File: config.mk
export PLATFORM = sky130hd
export DESIGN_NAME = pin_streamer
export DESIGN_NICKNAME = d
export VERILOG_FILES = /design/src/rtl/pstream_pkg.sv /design/src/rtl/pstream_nco.sv /design/src/rtl/pstream_lanes.sv /design/src/rtl/pin_streamer.sv
export SDC_FILE = /design/constraint.sdc
export NUM_CORES = 1
export LEC_CHECK = 0
export ABC_AREA = 1
export BUFFER_PORTS_ARGS = -buffer_cell sky130_fd_sc_hd__buf_2
export CORE_AREA = 2 2 131 133
export DETAILED_ROUTE_END_ITERATION = 16
export DIE_AREA = 0 0 133 135
export HOLD_SLACK_MARGIN = 0.02
export PLACE_DENSITY = 0.87
export SKIP_CTS_REPAIR_TIMING = 1
export SYNTH_ARGS = -nofsm -noshare
export SYNTH_HDL_FRONTEND = slang
export SYNTH_SLANG_ARGS = --single-unit
File: constraint.sdc
create_clock -name clk -period 6.9 [get_ports clk]
set_clock_uncertainty 0.05 [all_clocks]
set_input_delay 0 -clock clk [delete_from_list [all_inputs] [get_ports clk]]
set_output_delay 0 -clock clk [all_outputs]
set_load 0.1 [all_outputs]
File: src/rtl/pstream_pkg.sv
package pstream_pkg;

    typedef enum logic [1:0] {
        SZ_BYTE = 2'd0,
        SZ_WORD = 2'd1,
        SZ_LONG = 2'd2,
        SZ_LALT = 2'd3
    } item_size_e;

    typedef enum logic [1:0] {
        ST_IDLE = 2'd0,
        ST_RUN  = 2'd1,
        ST_FIN  = 2'd2
    } stream_state_e;

endpackage

File: src/rtl/pstream_nco.sv
module pstream_nco #(
    parameter int ACC_W = 32
) (
    input  logic             clk,
    input  logic             rst_n,
    input  logic             clear,
    input  logic             advance,
    input  logic [ACC_W-1:0] rate,
    output logic             fire
);
    // Kept phase drops the top bit; the sum needs one extra bit for the
    // case where a large phase meets a large rate.
    localparam int KEEP_W = ACC_W - 1;
    localparam int SUM_W  = ACC_W + 1;

    logic [KEEP_W-1:0] phase;
    logic [SUM_W-1:0]  sum;

    assign sum  = {2'b00, phase} + {1'b0, rate};
    assign fire = advance && (sum[SUM_W-1:KEEP_W] != 2'b00);

    always_ff @(posedge clk) begin
        if (!rst_n) begin
            phase <= '0;
        end else if (clear) begin
            phase <= '0;
        end else if (advance) begin
            phase <= sum[KEEP_W-1:0];
        end
    end

endmodule

File: src/rtl/pstream_lanes.sv
module pstream_lanes #(
    parameter int LANES = 4
) (
    input  logic [1:0]         size,
    input  logic [LANES*8-1:0] held,
    input  logic [LANES*8-1:0] fresh,
    input  logic [LANES*8-1:0] sampled,
    output logic [LANES*8-1:0] merged,
    output logic [LANES*8-1:0] captured
);
    import pstream_pkg::*;

    logic [LANES-1:0] lane_on;

    for (genvar k = 0; k < LANES; k++) begin : g_lane
        if (k == 0) begin : g_low
            assign lane_on[k] = 1'b1;
        end else if (k == 1) begin : g_mid
            assign lane_on[k] = size[1] || (item_size_e'(size) == SZ_WORD);
        end else begin : g_high
            assign lane_on[k] = size[1];
        end
        assign merged[k*8 +: 8]   = lane_on[k] ? fresh[k*8 +: 8] : held[k*8 +: 8];
        assign captured[k*8 +: 8] = lane_on[k] ? sampled[k*8 +: 8] : 8'h00;
    end

endmodule

File: src/rtl/pin_streamer.sv
module pin_streamer #(
    parameter int ADDR_W = 8,
    parameter int LANES  = 4
) (
    input  logic                clk,
    input  logic                rst_n,
    input  logic                start,
    input  logic [31:0]         cfg_freq,
    input  logic [1:0]          cfg_size,
    input  logic                cfg_dir,
    input  logic [ADDR_W:0]     cfg_count,
    input  logic [LANES*8-1:0]  pins_in,
    output logic [LANES*8-1:0]  pins_out,
    output logic                xfer,
    output logic                busy,
    output logic                done,
    output logic [ADDR_W-1:0]   buf_raddr,
    input  logic [LANES*8-1:0]  buf_rdata,
    output logic                buf_we,
    output logic [ADDR_W-1:0]   buf_waddr,
    output logic [LANES*8-1:0]  buf_wdata
);
    import pstream_pkg::*;

    localparam int DATA_W = LANES * 8;
    localparam int CNT_W  = ADDR_W + 1;

    stream_state_e state, state_nx;

    logic [31:0]       freq_q;
    logic [1:0]        size_q;
    logic              dir_q;
    logic [CNT_W-1:0]  count_q;
    logic [CNT_W-1:0]  idx;
    logic              fire;
    logic              last_item;
    logic [DATA_W-1:0] merged;
    logic [DATA_W-1:0] captured;

    pstream_nco #(.ACC_W(32)) u_nco (
        .clk     (clk),
        .rst_n   (rst_n),
        .clear   (state == ST_IDLE),
        .advance (state == ST_RUN),
        .rate    (freq_q),
        .fire    (fire)
    );

    pstream_lanes #(.LANES(LANES)) u_lanes (
        .size     (size_q),
        .held     (pins_out),
        .fresh    (buf_rdata),
        .sampled  (pins_in),
        .merged   (merged),
        .captured (captured)
    );

    assign last_item = (idx + CNT_W'(1)) == count_q;
    assign buf_raddr = idx[ADDR_W-1:0];
    assign busy      = (state == ST_RUN);
    assign done      = (state == ST_FIN);

    always_comb begin
        state_nx = state;
        unique case (state)
            ST_IDLE: if (start) state_nx = (cfg_count == '0) ? ST_FIN : ST_RUN;
            ST_RUN:  if (fire && last_item) state_nx = ST_FIN;
            ST_FIN:  state_nx = ST_IDLE;
            default: state_nx = ST_IDLE;
        endcase
    end

    always_ff @(posedge clk) begin
        if (!rst_n) state <= ST_IDLE;
        else        state <= state_nx;
    end

    always_ff @(posedge clk) begin
        if (!rst_n) begin
            freq_q    <= '0;
            size_q    <= '0;
            dir_q     <= 1'b0;
            count_q   <= '0;
            idx       <= '0;
            pins_out  <= '0;
            xfer      <= 1'b0;
            buf_we    <= 1'b0;
            buf_waddr <= '0;
            buf_wdata <= '0;
        end else begin
            xfer   <= 1'b0;
            buf_we <= 1'b0;
            if (state == ST_IDLE && start) begin
                freq_q  <= cfg_freq;
                size_q  <= cfg_size;
                dir_q   <= cfg_dir;
                count_q <= cfg_count;
                idx     <= '0;
            end
            if (fire) begin
                xfer <= 1'b1;
                idx  <= idx + CNT_W'(1);
                if (dir_q) begin
                    buf_we    <= 1'b1;
                    buf_waddr <= idx[ADDR_W-1:0];
                    buf_wdata <= captured;
                end else begin
                    pins_out  <= merged;
                end
            end
        end
    end

endmodule

==> flow_metrics.env <==
export IMPL_status="completed"
export IMPL_cts_sinks=160
export IMPL_grt_first_pass_wirelength_um=38200
export IMPL_drive_gt1_share_pct=14.4
export IMPL_cts_root_buf="clkbuf_16"
export IMPL_min_period_ps=3690
export IMPL_drv_cap=0
export IMPL_cp_start_kind="flop"
export IMPL_layout_cells_non_filler=1983
export IMPL_place_congestion=0.949
export IMPL_synth_edf_count=0
export IMPL_clock_path_buffers=2
export IMPL_hold_violations=0
export IMPL_clk_pin_slew_ps=70
export IMPL_dieArea_sq_mm=0.0180
export IMPL_h_tree_depth=4
export IMPL_cp_max_fo=16
export IMPL_core_area_sq_mm=0.0164
export IMPL_synthesis_nets=1588
export IMPL_syn_cell_area_sq_mm=0.00898
export IMPL_fmax_mhz=271
export IMPL_rows=47
export IMPL_wirelength_um=28600
export IMPL_place_inst=1809
export IMPL_worstSetupPathType="flop to flop"
export IMPL_netlist_instances=1444
export IMPL_io_buffers=194
export IMPL_postSynth_asyncResetShare_pct=0
export IMPL_wl_per_cell_um=14.4
export IMPL_dpl_hpwl_um=17200
export IMPL_yosysWarnings=0
export IMPL_required_ps=7230
export IMPL_crit_path_end_kind="flop"
export IMPL_ys_types=41
export IMPL_slew_viol_final=0
export IMPL_regToRegSetupSlack_ps=3210
export IMPL_drc_errors=0
export IMPL_numCtsBuffers=17
export IMPL_grt_pass1_vias=8449
export IMPL_vias=10300
export IMPL_ant_nets=0
export IMPL_routed_via_density=5.18
export IMPL_cts_tree="yes"
export IMPL_drtIter0Drc=818
export IMPL_syn_area_per_cell_sq_um=6.22
export IMPL_fin_crit_sh_pct=53.4
export IMPL_setup_viol_count_final=0
export IMPL_fin_nets=1893
export IMPL_ios=195
export IMPL_min_path_type="input pin to flop"
export IMPL_rsz0062_at_grt="false"
export IMPL_ir_drop_uv=183
export IMPL_synth_seq_cells=160
export IMPL_grt_antenna_before_repair=0
export IMPL_area_growth_syn_to_layout_pct=33.3
export IMPL_synth_top_flop_cell="dfxtp_1"
export IMPL_fp_dieH_um=135
export IMPL_grt_max_degree=94
export IMPL_worst_slew_pin_slew_ps=960
export IMPL_powerDensity_mw_per_mm2=207
export IMPL_die_width_um=133
export IMPL_clock_latency_ps=440
export IMPL_ys_seq_area_share_pct=35.7
export IMPL_grtUsageTotal_pct=26.3
export IMPL_grt_ovfl_total=0
export IMPL_start_util_pct=54.7
export IMPL_drt_pre_antenna_iters=10
export IMPL_setup_tns_ps=0
export IMPL_p_leak_nw=6.55
export IMPL_timing_slew_headroom_pct=35.7
export IMPL_arrival_ps=4020
-- state kept, by name (all words and copies together) (netlist names) --
| signal | flops |
|---|---|
| buf_waddr | 8 |
| buf_wdata | 32 |
| buf_we | 1 |
| count_q | 9 |
| dir_q | 1 |
| freq_q | 32 |
| idx | 9 |
| pins_out | 32 |
| size_q | 2 |
| state | 2 |
| u_nco.phase | 31 |
| xfer | 1 |
-- critical path: stages, from the launching register on --
cell and delay (ps):
dfxtp_1 330, ha_1 200, inv_1 90, fa_1 390, inv_1 100, nand3_1 90, nand2_2 130, nand2_1 60
nand2_1 90, nand2_1 60, nand2_1 140, a21oi_2 80, nand3_2 120, nand4_1 600, nand2_1 260, nand2_1 80
nor2_1 170, dlygate4sd3_1 580
-- layer usage --
layer	track usage (%)	routed length, um	up-vias
met5	0	0	-
met4	11.7	1370	0
met3	5.07	2020	139
met2	46.9	13900	534
met1	30.7	11300	4651
li1	-	-	4957
-- cells by family after synthesis --
| family | synth area share, % |
|---|---|
| fa+ha+maj | 4.68 |
| xor+xnor | 2.34 |
| buf+inv | 15.0 |
| flops | 35.7 |
| simple gates | 32.4 |
| compound gates | 9.97 |
-- layout make-up --
type	instances	area (sq um)
tap	220	275
timing repair buffer	339	2410
antenna	1	2.50
fill	1167	4440
inverter	282	1060
multi-input combinational	949	4430
clock inverter	14	138
clock buffer	18	439
sequential	160	3200
-- placed cells by master, fill, tap and decap left out, drive strengths merged --
| cell type | synthesis | layout |
|---|---|---|
| a211oi | 1 | 1 |
| a21o | 3 | 3 |
| a21oi | 48 | 48 |
| a31o | 3 | 3 |
| a31oi | 1 | 1 |
| and2 | 1 | 1 |
| and3 | 1 | 1 |
| buf | 24 | 198 |
| clkbuf | 29 | 18 |
| clkinv | 1 | 2 |
| clkinvlp | 0 | 2 |
| dfxtp | 160 | 160 |
| diode | 0 | 1 |
| dlygate4sd3 | 0 | 141 |
| fa | 1 | 1 |
| ha | 32 | 32 |
| inv | 281 | 292 |
| nand2 | 401 | 401 |
| nand3 | 42 | 42 |
| nand4 | 13 | 13 |
| nor2 | 255 | 255 |
| nor3 | 10 | 10 |
| nor4 | 1 | 1 |
| o2111ai | 1 | 1 |
| o211ai | 8 | 8 |
| o21ai | 84 | 84 |
| o21bai | 7 | 7 |
| o221ai | 1 | 1 |
| o22ai | 6 | 6 |
| or2 | 5 | 5 |
| xnor2 | 8 | 8 |
| xor2 | 16 | 16 |
-- Yosys cell counts, types with 2 or more instances --
cell type / number / area share, %
buf_4: 11 / 0.92
or2_2: 4 / 0.28
nand2_1: 393 / 16
xor2_1: 16 / 1.6
buf_2: 5 / 0.28
ha_1: 32 / 4.5
o22ai_1: 6 / 0.42
nor3_1: 10 / 0.56
o21ai_0: 77 / 4.3
nor2_2: 2 / 0.14
o21ai_1: 7 / 0.39
nand2_2: 5 / 0.35
o211ai_1: 8 / 0.67
nand2_4: 3 / 0.38
buf_1: 3 / 0.13
buf_6: 5 / 0.63
xnor2_1: 8 / 0.78
a31o_2: 3 / 0.29
dfxtp_1: 160 / 36
a21oi_1: 47 / 2.6
nand4_1: 13 / 0.91
clkbuf_1: 29 / 1.2
nor2_1: 252 / 11
inv_1: 278 / 12
o21bai_1: 7 / 0.59
inv_2: 3 / 0.13
a21o_1: 3 / 0.25
nand3_1: 41 / 2.3
-- report_power, final --
| group | total [mW] | internal, mW | switching (mW) | leakage [nW] |
|---|---|---|---|---|
| logic | 0.538 | 0.195 | 0.343 | 4.97 |
| registers | 1.01 | 0.977 | 0.0371 | 1.30 |
| clock network | 0.929 | 0.492 | 0.438 | 0.282 |
| total | 2.48 | 1.66 | 0.817 | 6.55 |
-- worst paths after layout --
path,depth (start not counted),start,to
setup / recovery,17,freq_q[0]$_SDFFE_PN0P_,pins_out[9]$_SDFFE_PN0P_
hold / removal,4,cfg_freq[10],freq_q[10]$_SDFFE_PN0P_
setup reg to reg,17,freq_q[0]$_SDFFE_PN0P_,pins_out[9]$_SDFFE_PN0P_
hold reg to reg,2,count_q[0]$_SDFFE_PN0P_,count_q[0]$_SDFFE_PN0P_
-- metrics by stage --
step           worst slack [ps]  total power [mW]  util (%)  instance area (sq um)  hold WS, ps
6_report                   3210              2.48      72.9                  12000          273
5_1_grt                    2890              2.58      72.9                  12000          297
4_1_cts                    3660              2.40      64.3                  10600         -274
3_5_place_dp               3680              1.48      60.8                   9970          176
3_3_place_gp               3810              1.47      60.8                   9970          169
2_1_floorplan              4550              1.36         -                   8980         84.9
Power figures use the tool's default switching activity.
